[src/rtl/irqd_pkg.sv]
package irqd_pkg;
  localparam int VEC_W  = 8;
  localparam int DEST_W = 8;
  localparam int MODE_W = 3;
  localparam int ENT_W  = VEC_W + MODE_W + 4 + DEST_W;

  // Entry layout, LSB first: vector, mode, logical, polarity, trigger, mask, dest
  typedef struct packed {
    logic [DEST_W-1:0] dest;
    logic              mask;
    logic              trig;
    logic              pol;
    logic              logical;
    logic [MODE_W-1:0] mode;
    logic [VEC_W-1:0]  vec;
  } redir_ent_t;

  typedef enum logic [MODE_W-1:0] {
    DM_FIXED  = 3'd0,
    DM_LOWPRI = 3'd1,
    DM_SMI    = 3'd2,
    DM_RSV_A  = 3'd3,
    DM_NMI    = 3'd4,
    DM_INIT   = 3'd5,
    DM_RSV_B  = 3'd6,
    DM_LEGACY = 3'd7
  } dmode_e;

  typedef enum logic [1:0] {
    S_IDLE  = 2'd0,
    S_VREQ  = 2'd1,
    S_VWAIT = 2'd2,
    S_SEND  = 2'd3
  } seq_e;

  function automatic logic mode_reserved(input logic [MODE_W-1:0] m);
    return (m == DM_RSV_A) || (m == DM_RSV_B);
  endfunction
endpackage

[src/rtl/irq_prio_pick.sv]
module irq_prio_pick #(
  parameter int N = 8,
  localparam int IW = (N > 1) ? $clog2(N) : 1
) (
  input  logic [N-1:0]  req_i,
  output logic          any_o,
  output logic [IW-1:0] idx_o,
  output logic [N-1:0]  onehot_o
);
  always_comb begin
    any_o    = |req_i;
    onehot_o = req_i & (~req_i + N'(1));
    idx_o    = '0;
    for (int i = N - 1; i >= 0; i--) begin
      if (req_i[i]) idx_o = IW'(i);
    end
  end
endmodule

[src/rtl/irq_edge_latch.sv]
module irq_edge_latch #(
  parameter int N = 24
) (
  input  logic         clk,
  input  logic         rst_n,
  input  logic [N-1:0] irq_i,
  input  logic [N-1:0] mask_i,
  input  logic [N-1:0] clr_i,
  output logic [N-1:0] pend_o
);
  logic [N-1:0] prev_q;
  logic [N-1:0] pend_q;
  logic [N-1:0] rise;
  logic [N-1:0] set_ev;

  always_comb begin
    rise   = irq_i & ~prev_q;
    set_ev = rise & ~mask_i;
  end

  // set wins over clear so a fresh edge in the take cycle is kept
  always_ff @(posedge clk) begin
    if (!rst_n) begin
      prev_q <= '0;
      pend_q <= '0;
    end else begin
      prev_q <= irq_i;
      pend_q <= (pend_q & ~clr_i) | set_ev;
    end
  end

  assign pend_o = pend_q;
endmodule

[src/rtl/irq_msg_seq.sv]
module irq_msg_seq
  import irqd_pkg::*;
#(
  parameter int DW = DEST_W,
  parameter int VW = VEC_W,
  localparam int CW = (DW > 1) ? $clog2(DW) : 1
) (
  input  logic              clk,
  input  logic              rst_n,
  input  logic              any_i,
  input  logic [VW-1:0]     ent_vec_i,
  input  logic [MODE_W-1:0] ent_mode_i,
  input  logic              ent_logical_i,
  input  logic              ent_pol_i,
  input  logic              ent_trig_i,
  input  logic [DW-1:0]     ent_dest_i,
  output logic              take_o,
  output logic              msg_valid_o,
  input  logic              msg_ready_i,
  output logic [DW-1:0]     msg_dest_o,
  output logic [VW-1:0]     msg_vector_o,
  output logic [MODE_W-1:0] msg_mode_o,
  output logic              msg_dmode_o,
  output logic              msg_level_o,
  output logic              msg_trig_o,
  output logic              vec_req_o,
  input  logic              vec_valid_i,
  input  logic [VW-1:0]     vec_i,
  output logic              fatal_o
);
  seq_e              st_q;
  logic [DW-1:0]     dest_q;
  logic [DW-1:0]     rem_q;
  logic [VW-1:0]     vec_q;
  logic [MODE_W-1:0] mode_q;
  logic              logical_q;
  logic              pol_q;
  logic              trig_q;
  logic              fatal_q;

  logic              scan_any;
  logic [CW-1:0]     cur_idx;
  logic [DW-1:0]     cur_oh;
  logic [DW-1:0]     rem_nxt;
  logic              hs;

  irq_prio_pick #(.N(DW)) u_scan (
    .req_i    (rem_q),
    .any_o    (scan_any),
    .idx_o    (cur_idx),
    .onehot_o (cur_oh)
  );

  always_comb begin
    take_o      = (st_q == S_IDLE) && any_i;
    msg_valid_o = (st_q == S_SEND) && (!logical_q || scan_any);
    hs          = msg_valid_o && msg_ready_i;
    rem_nxt     = rem_q & ~cur_oh;
  end

  always_ff @(posedge clk) begin
    if (!rst_n) begin
      st_q      <= S_IDLE;
      dest_q    <= '0;
      rem_q     <= '0;
      vec_q     <= '0;
      mode_q    <= '0;
      logical_q <= 1'b0;
      pol_q     <= 1'b0;
      trig_q    <= 1'b0;
      fatal_q   <= 1'b0;
    end else begin
      unique case (st_q)
        S_IDLE: begin
          if (any_i) begin
            dest_q    <= ent_dest_i;
            rem_q     <= ent_dest_i;
            vec_q     <= ent_vec_i;
            mode_q    <= ent_mode_i;
            logical_q <= ent_logical_i;
            pol_q     <= ent_pol_i;
            trig_q    <= ent_trig_i;
            if (mode_reserved(ent_mode_i)) begin
              fatal_q <= 1'b1;
            end else if (ent_logical_i && (ent_dest_i == '0)) begin
              st_q <= S_IDLE;
            end else if (ent_mode_i == DM_LEGACY) begin
              st_q <= S_VREQ;
            end else begin
              st_q <= S_SEND;
            end
          end
        end
        S_VREQ: st_q <= S_VWAIT;
        S_VWAIT: begin
          if (vec_valid_i) begin
            vec_q <= vec_i;
            st_q  <= S_SEND;
          end
        end
        S_SEND: begin
          if (hs) begin
            rem_q <= rem_nxt;
            if (!logical_q || (rem_nxt == '0)) st_q <= S_IDLE;
          end
        end
        default: st_q <= S_IDLE;
      endcase
    end
  end

  always_comb begin
    msg_dest_o   = logical_q ? DW'(cur_idx) : dest_q;
    msg_vector_o = vec_q;
    msg_mode_o   = mode_q;
    msg_dmode_o  = logical_q;
    msg_level_o  = pol_q;
    msg_trig_o   = trig_q;
    vec_req_o    = (st_q == S_VREQ);
    fatal_o      = fatal_q;
  end
endmodule

[src/rtl/irq_dispatch.sv]
module irq_dispatch
  import irqd_pkg::*;
#(
  parameter int NUM_LINES = 24,
  localparam int LW = (NUM_LINES > 1) ? $clog2(NUM_LINES) : 1
) (
  input  logic                       clk,
  input  logic                       rst_n,
  input  logic [NUM_LINES-1:0]       irq_i,
  input  logic [NUM_LINES*ENT_W-1:0] tbl_i,
  output logic                       msg_valid_o,
  input  logic                       msg_ready_i,
  output logic [DEST_W-1:0]          msg_dest_o,
  output logic [VEC_W-1:0]           msg_vector_o,
  output logic [MODE_W-1:0]          msg_mode_o,
  output logic                       msg_dmode_o,
  output logic                       msg_level_o,
  output logic                       msg_trig_o,
  output logic                       vec_req_o,
  input  logic                       vec_valid_i,
  input  logic [VEC_W-1:0]           vec_i,
  output logic                       fatal_o
);
  redir_ent_t           ent_arr [NUM_LINES];
  logic [NUM_LINES-1:0] mask_vec;
  logic [NUM_LINES-1:0] pend;
  logic [NUM_LINES-1:0] pick_oh;
  logic [NUM_LINES-1:0] clr;
  logic [LW-1:0]        pick_idx;
  logic                 pick_any;
  logic                 take;
  redir_ent_t           sel_ent;

  for (genvar l = 0; l < NUM_LINES; l++) begin : g_unpack
    assign ent_arr[l]  = redir_ent_t'(tbl_i[l*ENT_W +: ENT_W]);
    assign mask_vec[l] = ent_arr[l].mask;
  end

  irq_edge_latch #(.N(NUM_LINES)) u_edge (
    .clk    (clk),
    .rst_n  (rst_n),
    .irq_i  (irq_i),
    .mask_i (mask_vec),
    .clr_i  (clr),
    .pend_o (pend)
  );

  irq_prio_pick #(.N(NUM_LINES)) u_pick (
    .req_i    (pend),
    .any_o    (pick_any),
    .idx_o    (pick_idx),
    .onehot_o (pick_oh)
  );

  always_comb begin
    sel_ent = ent_arr[pick_idx];
    clr     = take ? pick_oh : '0;
  end

  irq_msg_seq #(.DW(DEST_W), .VW(VEC_W)) u_seq (
    .clk           (clk),
    .rst_n         (rst_n),
    .any_i         (pick_any),
    .ent_vec_i     (sel_ent.vec),
    .ent_mode_i    (sel_ent.mode),
    .ent_logical_i (sel_ent.logical),
    .ent_pol_i     (sel_ent.pol),
    .ent_trig_i    (sel_ent.trig),
    .ent_dest_i    (sel_ent.dest),
    .take_o        (take),
    .msg_valid_o   (msg_valid_o),
    .msg_ready_i   (msg_ready_i),
    .msg_dest_o    (msg_dest_o),
    .msg_vector_o  (msg_vector_o),
    .msg_mode_o    (msg_mode_o),
    .msg_dmode_o   (msg_dmode_o),
    .msg_level_o   (msg_level_o),
    .msg_trig_o    (msg_trig_o),
    .vec_req_o     (vec_req_o),
    .vec_valid_i   (vec_valid_i),
    .vec_i         (vec_i),
    .fatal_o       (fatal_o)
  );
endmodule

[config.mk]
export PLATFORM = sky130hd
export DESIGN_NAME = irq_dispatch
export DESIGN_NICKNAME = d
export VERILOG_FILES = /design/src/rtl/irqd_pkg.sv /design/src/rtl/irq_prio_pick.sv /design/src/rtl/irq_edge_latch.sv /design/src/rtl/irq_msg_seq.sv /design/src/rtl/irq_dispatch.sv
export SDC_FILE = /design/constraint.sdc
export NUM_CORES = 1
export LEC_CHECK = 0
export BUFFER_PORTS_ARGS = -buffer_cell sky130_fd_sc_hd__buf_2
export CORE_AREA = 2 2 235 237
export CTS_CLUSTER_SIZE = 40
export DETAILED_ROUTE_END_ITERATION = 7
export DIE_AREA = 0 0 237 239
export MAX_ROUTING_LAYER = met4
export PLACE_DENSITY = 0.4
export SYNTH_ARGS = -nofsm -noshare
export SYNTH_HDL_FRONTEND = slang
export SYNTH_SLANG_ARGS = --single-unit
[constraint.sdc]
create_clock -name clk -period 5 [get_ports clk]
set_input_delay 0.5 -clock clk [delete_from_list [all_inputs] [get_ports clk]]
set_output_delay 0.5 -clock clk [all_outputs]
set_load 0.03 [all_outputs]
---- Word-level counts from Yosys, hierarchy flattened ----
Index checks and enable logic that the tools add are counted.
storage, ports and cells
  register bits after elaboration ......... 81
  bits in latches ......................... 0
  memory bits (writable) .................. 0
  memory bits (read-only) ................. 0
  input bits .............................. 588
  output and inout bits ................... 25
  logic and storage cells ................. 110
  memories ................................ 0
cells by class
  add/subtract/negate cells ............... 2
  multipliers ............................. 0
  div/mod/pow operators ................... 0
  order comparisons ....................... 1
  eq/ne operators ......................... 11
  shifts and indexed selects .............. 0
  multiplexer cells ....................... 51
  bitwise operators ....................... 14
  reductions and logical operators ........ 20
operators by type and width
  cell                                                              number
  5-bit 2-to-1 mux                                                  24
  23-bit binary-select mux with 5-bit select                        1
  24-bit bitwise AND                                                4
  24-bit inverter                                                   4
  23-bit 2-to-1 mux                                                 2
  8-bit 2-to-1 mux                                                  5
  8-bit case mux with 2 select lines                                2
  24-bit by 1-bit adder with 24-bit output (second input constant)  1
  24-bit 2-to-1 mux                                                 1
  3-bit 2-to-1 mux                                                  8
  24-bit OR                                                         1
  24-bit OR reduction                                               1
  8-bit bitwise AND                                                 2
  8-bit zero test                                                   2
  8-bit inverter                                                    2
  2-bit 2-to-1 mux                                                  7
  3-bit AND reduction                                               3
  8-bit by 1-bit adder with 8-bit output (second input constant)    1
  2-bit case mux with 4 select lines                                1
  8-bit OR reduction                                                1
  3-bit equality test (second input constant)                       2
  6-bit greater-or-equal comparator (second input constant)         1
  2-bit inequality test (second input constant)                     3
  5-bit inverter with 6-bit output                                  1
  11 further kinds                                                  19

---- Longest topological paths before layout ----
Gate-level depths: netlist of run 1.
  depth in word-level cells ............... 34
  depth in mapped cells ................... 17
  gate-level depth less buffers ........... 12

---- By module ----
From an unflattened synthesis of run 1, not the netlist that was laid out.
unflattened totals
  cells, all modules ...................... 979
  area total of the unflattened synthesis .. 8723.4 µm²
by module, submodules not included
  module                        instances  cells an instance  area each (µm²)  sequential area each (µm²)
  irq_dispatch                  1          528                4677.0           0.0
  irq_edge_latch                1          149                1692.9           960.9
  irq_msg_seq                   1          197                1687.9           660.6
  irq_prio_pick (u_pick)        1          82                 526.8            0.0
  irq_prio_pick (u_seq.u_scan)  1          23                 138.9            0.0

---- Worst setup path after synthesis of run 1 ----
No wires, ideal clock.
  kind .................................... register -> register
  start ................................... register u_edge.pend_q[18] (netlist: u_edge.pend_o[18])
  end ..................................... register u_seq.st_q[1]
  setup time .............................. 0.120 ns
  arrival time ............................ 2.958 ns
  required time ........................... 4.880 ns
  setup slack ............................. 1.922 ns
  stages on the path, launching flop included .. 14
  buffers on the path ..................... 2
  period minus slack after synthesis ...... 3.078 ns
  cell sequence ........................... dfxtp_1 -> or4_1 -> a21oi_2 -> o21a_2 -> nor2_4 -> buf_6 -> buf_6 -> mux2i_1 -> o311a_1 -> a311oi_1 -> nand4_1 -> o31ai_2 -> a21oi_1 -> o31a_1
between the ends
  longest elaborated chain between the ends .. 29
  elaborated cells between the ends (all ways) .. 38
  classes of those cells .................. eq/ne (5); mux (27); bitwise (1); reduce/logical (5)
RTL lines
  item                                                           line                                  source
  from (decl)                                                    irq_edge_latch.sv:12                  logic [N-1:0] pend_q;
  from (signal assigned)                                         irq_edge_latch.sv:28                  pend_q <= (pend_q & ~clr_i) | set_ev;
  5-bit 2-to-1 mux (19 in a row)                                 irq_prio_pick.sv:15                   if (req_i[i]) idx_o = IW'(i);
  5-bit inverter with 6-bit output (not written as such)         irq_dispatch.sv:56                    sel_ent = ent_arr[pick_idx];
  23-bit binary-select mux with 5-bit select                     irq_dispatch.sv:56
  23-bit 2-to-1 mux (not written as such) (2 in a row)           irq_dispatch.sv:56
  3-bit equality test / 8-bit zero test (equally long branches)  irq_msg_seq.sv:87, irq_msg_seq.sv:85
  2-bit 2-to-1 mux / 1-bit logical AND (equally long branches)   irq_msg_seq.sv:87, irq_msg_seq.sv:85
  2-bit 2-to-1 mux                                               irq_msg_seq.sv:85                     end else if (ent_logical_i && (ent_dest_i == '0)) begin
  2-bit 2-to-1 mux                                               irq_msg_seq.sv:83                     if (mode_reserved(ent_mode_i)) begin
  2-bit 2-to-1 mux                                               irq_msg_seq.sv:75                     if (any_i) begin
  2-bit case mux with 4 select lines                             irq_msg_seq.sv:73                     unique case (st_q)
  to (signal assigned)                                           irq_msg_seq.sv:86                     st_q <= S_IDLE;
  to (signal assigned)                                           irq_msg_seq.sv:88                     st_q <= S_VREQ;
  to (signal assigned)                                           irq_msg_seq.sv:90                     st_q <= S_SEND;
  to (decl)                                                      irq_msg_seq.sv:31                     seq_e st_q;
Parallel ways exist; a longest one is shown, timed or not. The select of a mux whose other input is x is not followed.
A chain may end at the register's enable or synchronous reset.

---- Worst setup path in the final report of run 1 ----
  start ................................... register u_edge.pend_q[23] (netlist: u_edge.pend_o[23])
  end ..................................... register u_seq.st_q[1]
between the ends
  longest elaborated chain between the ends .. 34
  elaborated cells between the ends (all ways) .. 43
  classes of those cells .................. eq/ne (5); mux (32); bitwise (1); reduce/logical (5)
RTL lines
  item                                                           line
  5-bit 2-to-1 mux (24 in a row)                                 irq_prio_pick.sv:15
  5-bit inverter with 6-bit output (not written as such)         irq_dispatch.sv:56
  23-bit binary-select mux with 5-bit select                     irq_dispatch.sv:56
  23-bit 2-to-1 mux (not written as such) (2 in a row)           irq_dispatch.sv:56
  3-bit equality test / 8-bit zero test (equally long branches)  irq_msg_seq.sv:87, irq_msg_seq.sv:85
  2-bit 2-to-1 mux / 1-bit logical AND (equally long branches)   irq_msg_seq.sv:87, irq_msg_seq.sv:85
  2-bit 2-to-1 mux                                               irq_msg_seq.sv:85
  2-bit 2-to-1 mux                                               irq_msg_seq.sv:83
  2-bit 2-to-1 mux                                               irq_msg_seq.sv:75
  2-bit case mux with 4 select lines                             irq_msg_seq.sv:73
Parallel ways exist; a longest one is shown, timed or not. The select of a mux whose other input is x is not followed.

==> metrics.cfg, run 1 <==
[clocking]
clock_path_buffers = 2
insertion_delay_ps = 350
cts_resized = 0
cts-hold-fix-buffers = 0
clk_pin_slew_worst_paths_ps = 70
cts_sinks = 81
cts_made_buffers = 9
tritoncts = done
htreeDepth = 3
cts_root_buf = clkbuf_16
cts_setup_buffers = 0

[yosys]
synth_nets = 2025
yosysMostFrequentCell = nand2_1
synth_top_area_share_pct = 18.3
synth_top_area_cell = dfxtp_1
synthTopCellsByCount = 425 x nand2_1, 208 x nand3_1, 99 x nor2_1
synth_area_leaders = dfxtp_1 18%, nand2_1 18%, nand3_1 12%
avgSynthCellArea_um2 = 6.19
synth_edf_count = 0
async_flop_share_pct = 0
yosysWarnings = 0
syn_area_um2 = 8860
synthCells = 1432
netlist-cell-type-count = 73
ys_seq_elements = 81
synthFlopType = dfxtp_1
ys_seq_area_share_pct = 18.3

[sta]
final.setup_skew_ps = 7.39
setup-violations-final = 0
hold_ws_ps = 357
rsz0062_at_grt = no
maxSlewHeadroom_pct = 32.8
setup_tns_ps = 0
worst_slew_pin_slew_ps = 1000
final.period_utilization_pct = 81.8
layout_setup_ws_ps = 910
finalHoldViolations = 0
max_freq_mhz = 244
maxSlewViolCount = 0
period_needed_ps = 4090

[detailed_routing]
met3WireLength_um = 3490
drtPass1Iterations = 7
ant_nets = 0
top_layer = met4
vias = 12800
route.met2.wl_um = 30100
routedWlPerCell_um = 22.0
routed_wl_um = 59400
drtIter0Drc = 755
met1_length_um = 24700
drc = 0
via_per_inst = 4.73

[final_layout]
drive_gt1_share_pct = 36.2
syn2layout_area_growth_pct = 45.5
design_area_um2 = 12900
fillCellCount = 6311
fin_nets = 2564

[critical_path]
cp_max_fo = 52
crit_path_start_kind = register
end_kind = register
path_class = register to register
critical_path_required_ps = 5250
arrival_ps = 4340

[placed_design]
numPortBuffers = 612
preCtsSetupSlack_ps = 891
gp_congestion = 0.912
place_area_um2 = 12500
post-dp-hpwl_um = 48800

[die]
die_area_um2 = 56600
core-area_um2 = 54300
start_util_pct = 16.3
die_h_um = 239
io_pins = 613
die_w_um = 237
rows = 86

[run_status]
status = finished clean

[grt]
antenna_found_initial = 22
grt_pass1_wl_um = 84200
grt_max_degree = 94
grt_overflow_total = 0
grt_pass1_vias = 12900
grt_use_total_pct = 20.8

[power]
p_per_area_nw_per_um2 = 462
ir_worst_vdd_mv = 0.192
leakage_nw = 6.27
p_total_w = 0.00595

[job]
maxCapViolCount = 0

[worst_hold_path]
hold_path.class = input port to register

path summary, 6_finish.rpt:
| kind | startpoint | cells after the start | slack (ps) | endpoint |
|---|---|---|---|---|
| worst max register to register | u_edge.pend_o[23]$_SDFF_PN0_ | 14 | 910 | u_seq.st_q[1]$_SDFFE_PN0P_ |
| worst min-delay path | irq_i[11] | 2 | 360 | u_edge.prev_q[11]$_SDFF_PN0_ |
| worst max-delay path | u_edge.pend_o[23]$_SDFF_PN0_ | 14 | 910 | u_seq.st_q[1]$_SDFFE_PN0P_ |
| worst min register to register | u_seq.msg_level_o$_SDFFE_PN0P_ | 2 | 460 | u_seq.msg_level_o$_SDFFE_PN0P_ |
logic make-up (layout without fill, tap and decap cells):
kind of cell / count (synthesis) / count (layout) / share of synthesized area [%]
other: 0 / 17 / 0
DFF: 81 / 81 / 18.3
AOI/OAI and AO/OA: 286 / 286 / 22.7
muxes: 57 / 57 / 6.67
adders and majority gates: 7 / 7 / 0.932
buffers and inverters: 134 / 678 / 7.57
xor gates and xnor gates: 1 / 1 / 0.0989
and+or+nand+nor: 866 / 866 / 43.7
cell usage in the layout, fill, tap and decap left out, drive strengths merged, types with 4 or more instances in the layout:
cell	instances
buf	647
nand2	426
nand3	208
nor2	102
dfxtp	81
a21oi	69
o21ai	48
mux2i	44
and3	32
a211oi	30
and2	29
nor2b	19
inv	18
diode	17
a22oi	16
a31oi	16
a311oi	14
mux2	13
o211ai	12
nor3	10
nor3b	10
clkbuf	10
a2111oi	10
a31o	8
nor4	8
a221oi	8
o311ai	7
nand4	6
o21a	6
ha	5
nand2b	4
a32oi	4
o22ai	4
layout make-up:
type	instances	area, um2	area share (%)
multi-input cells	1217	6630	51.4
repair buffers	647	3350	26.0
flip-flops and latches	81	1620	12.6
well taps	704	881	6.83
clock buffers	10	239	1.85
clock inverters	6	72.6	0.563
inverters	15	56.3	0.437
diodes	17	42.5	0.330
metal layers:
| layer | up-vias | track usage, % |
|---|---|---|
| met1 | 5990 | 24.3 |
| li1 | 6164 | - |
| met4 | 0 | 5.64 |
| met3 | 50 | 3.34 |
| met5 | - | - |
| met2 | 550 | 36.8 |
report_power, final:
group / internal (W) / switching (W)
logic: 0.00145 / 0.00280
clock network: 0.000409 / 0.000320
registers: 0.000797 / 0.000170
sequential cells by signal (all words and copies together), names as in the netlist:
signal / cells
u_seq.msg_level_o: 1
u_seq.fatal_o: 1
u_seq.msg_mode_o: 3
u_edge.prev_q: 24
u_seq.dest_q: 8
u_seq.msg_trig_o: 1
u_edge.pend_o: 24
u_seq.msg_vector_o: 8
u_seq.msg_dmode_o: 1
u_seq.st_q: 2
u_seq.rem_q: 8
per-stage QoR:
step	instances	util, %
2_1_floorplan	1432	-
3_5_place_dp	2664	23.1
5_1_grt	2697	23.7
6_report	2697	23.7
4_1_cts	2680	23.6
3_3_place_gp	2664	23.1
worst max-delay path, cell delays in order, from the launching register on:
cell       delay, ps
dfxtp_1          330
nor2b_1          130
o21ai_0          180
o211ai_1         290
o211ai_4         880
buf_12           330
nand3_1          120
a21oi_1          170
a2111oi_0         90
a311oi_1         490
buf_4            220
nand4_1          110
o31ai_2          290
a21oi_1           60
o31a_1           240
(Power assumes the default switching activity.)
==> run 2, diff against run 1 <==
- PLACE_DENSITY: 0.4 -> 0.41
- clock period: 5 -> 3.6 ns (I/O delays scaled with it)
==> run 2 against run 1 <==
Cell count is 3.8% higher. Global-route usage is 0.54 points higher. Die area stayed put. Sequential cell count stayed put. Critical endpoint is now u_seq.st_q[0]$_SDFFE_PN0P_. Highest routed layer unchanged. First-iteration DRC count is 15% lower. Sequential power is 37% higher.
==> metrics.cfg, run 2 (synthesis results as in run 1) <==
[sta]
final.setup_skew_ps = 10.2
maxSlewHeadroom_pct = 43.3
setup-violations-final = 0
worst_slew_pin_slew_ps = 829
final.period_utilization_pct = 96.1
finalHoldViolations = 0
period_needed_ps = 3460
maxSlewViolCount = 0
layout_setup_ws_ps = 140
max_freq_mhz = 289

[placed_design]
post-dp-hpwl_um = 51000
numPortBuffers = 612
gp_congestion = 0.941
placed_cells = 2736
preCtsSetupSlack_ps = -177

[critical_path]
slowest_stage = or4_1
path_delay_family = compound AO/OA/AOI/OAI gates
cpMostUsedCell = buf_4
timing.rr.end = u_seq.st_q[0]$_SDFFE_PN0P_
crit_start = u_edge.pend_o[6]$_SDFF_PN0_
r2r_slack_ps = 140
cp_num_cells = 15
path_class = register to register
cp-endpoint = u_seq.st_q[0]$_SDFFE_PN0P_
arrival_ps = 3730
r2r-start = u_edge.pend_o[6]$_SDFF_PN0_
crit_path_start_kind = register
end_kind = register
reg2regPathDepth = 15
critPathBufInv = 3
max_stage_delay_ps = 550
crit_chain = or4_1 > a21oi_2 > o21a_2 > nor2_4 > buf_12 > buf_4 > buf_4 > mux2i_4 > o22ai_1 > a211o_1 > nand2_1 > nand4_1 > o31ai_4 > o21ai_0 > o21ba_1
critical_path_required_ps = 3870
cp_max_fo = 8

[worst_hold_path]
whs_path_depth = 2
hold_path.class = input port to register

[power]
ir_worst_vdd_mv = 0.252
p_total_w = 0.00931
p_per_area_nw_per_um2 = 660
leakage_nw = 6.88

[run_status]
status = finished clean

[die]
start_util_pct = 16.3
rows = 86
die_area_um2 = 56600
core-area_um2 = 54300
io_pins = 613
die_w_um = 237
die_h_um = 239

[final_layout]
syn2layout_area_growth_pct = 59.2
drive_gt1_share_pct = 40.8
layout_commonest_cell = buf_2
final_cell_mix = 612 x buf_2, 424 x nand2_1, 208 x nand3_1, 113 x buf_4, 94 x nor2_1
fin_nets = 2665
utilization_pct = 25.9
fin_cells = 2800

[detailed_routing]
ant_nets = 0
vias = 13100
routed_wl_um = 61800
drtPass1Iterations = 5
drtIter0Drc = 643
routedWlPerCell_um = 22.1
drc = 0
via_per_inst = 4.69

[clocking]
tritoncts = done
cts_sinks = 81
cts-hold-fix-buffers = 0
insertion_delay_ps = 370
clock_path_buffers = 2
htreeDepth = 3
clk_pin_slew_worst_paths_ps = 70
cts_made_buffers = 9
cts_root_buf = clkbuf_16

[grt]
grt_max_degree = 74
grt_use_total_pct = 21.3
grt_pass1_vias = 13300
grt_pass1_wl_um = 85800
antenna_found_initial = 17
grt_overflow_total = 0

[job]
maxCapViolCount = 0

run 2: power by group:
group / switching (W) / internal (W) / total (W) / leakage [nW]
sequential: 0.000212 / 0.00111 / 0.00132 / 0.673
combinational: 0.00423 / 0.00281 / 0.00704 / 6.07
clock: 0.000448 / 0.000495 / 0.000943 / 0.138
total: 0.00489 / 0.00442 / 0.00931 / 6.88
run 2: layer usage:
metal	wire [um]	up-vias	track usage, %	part of all wire (%)
met5	0	-	-	0
met3	4070	70	4.39	6.6
met2	30900	531	37.1	50
met4	1690	0	7.42	2.7
li1	-	6358	-	-
met1	25100	6171	24.2	41
run 2: repair_timing:
item | in CTS | in global routing
setup buffers | 3 | 23
gates cloned | 0 | 3
gates resized for setup | 7 | 46
pin swaps | 2 | 18
setup endpoints to repair | 6 | 7
run 2: final cells by class:
cell class                 count  area, um2
sequential                    81       1630
clock inverter                 6       48.8
multi-input combinational   1217       6830
timing repair buffer         748       4370
antenna                       19       47.5
inverter                      15       56.3
fill                        6286      40200
tap                          704        881
clock buffer                  10        239
run 2: through the flow:
step | area [um2] | setup TNS (ps) | hold slack, ps
after floorplan | 8860 | 0 | 432
after global placement | 13200 | -597 | 448
after detailed placement | 13200 | -627 | 449
after global routing | 14100 | -53.4 | 192
final | 14100 | 0 | 207
after CTS | 13600 | 0 | 185
run 2: worst reg2reg max path: stages, from the launching register on:
cell and delay, ps:
dfxtp_1 340, or4_1 550, a21oi_2 170, o21a_2 200
nor2_4 100, buf_12 210, buf_4 180, buf_4 160
mux2i_4 170, o22ai_1 110, a211o_1 340, nand2_1 90
nand4_1 160, o31ai_4 270, o21ai_0 130, o21ba_1 190
run 2: worst min-delay path by stage:
stage | end | from
6_report | u_edge.prev_q[10]$_SDFF_PN0_ | irq_i[10]
5_1_grt | u_edge.prev_q[15]$_SDFF_PN0_ | irq_i[15]
4_1_cts | u_edge.prev_q[9]$_SDFF_PN0_ | irq_i[9]
3_5_place_dp | u_seq.msg_mode_o[1]$_SDFFE_PN0P_ | u_seq.msg_mode_o[1]$_SDFFE_PN0P_
3_3_place_gp | u_seq.msg_level_o$_SDFFE_PN0P_ | u_seq.msg_level_o$_SDFFE_PN0P_
2_1_floorplan | u_seq.dest_q[6]$_SDFFE_PN0P_ | u_seq.dest_q[6]$_SDFFE_PN0P_
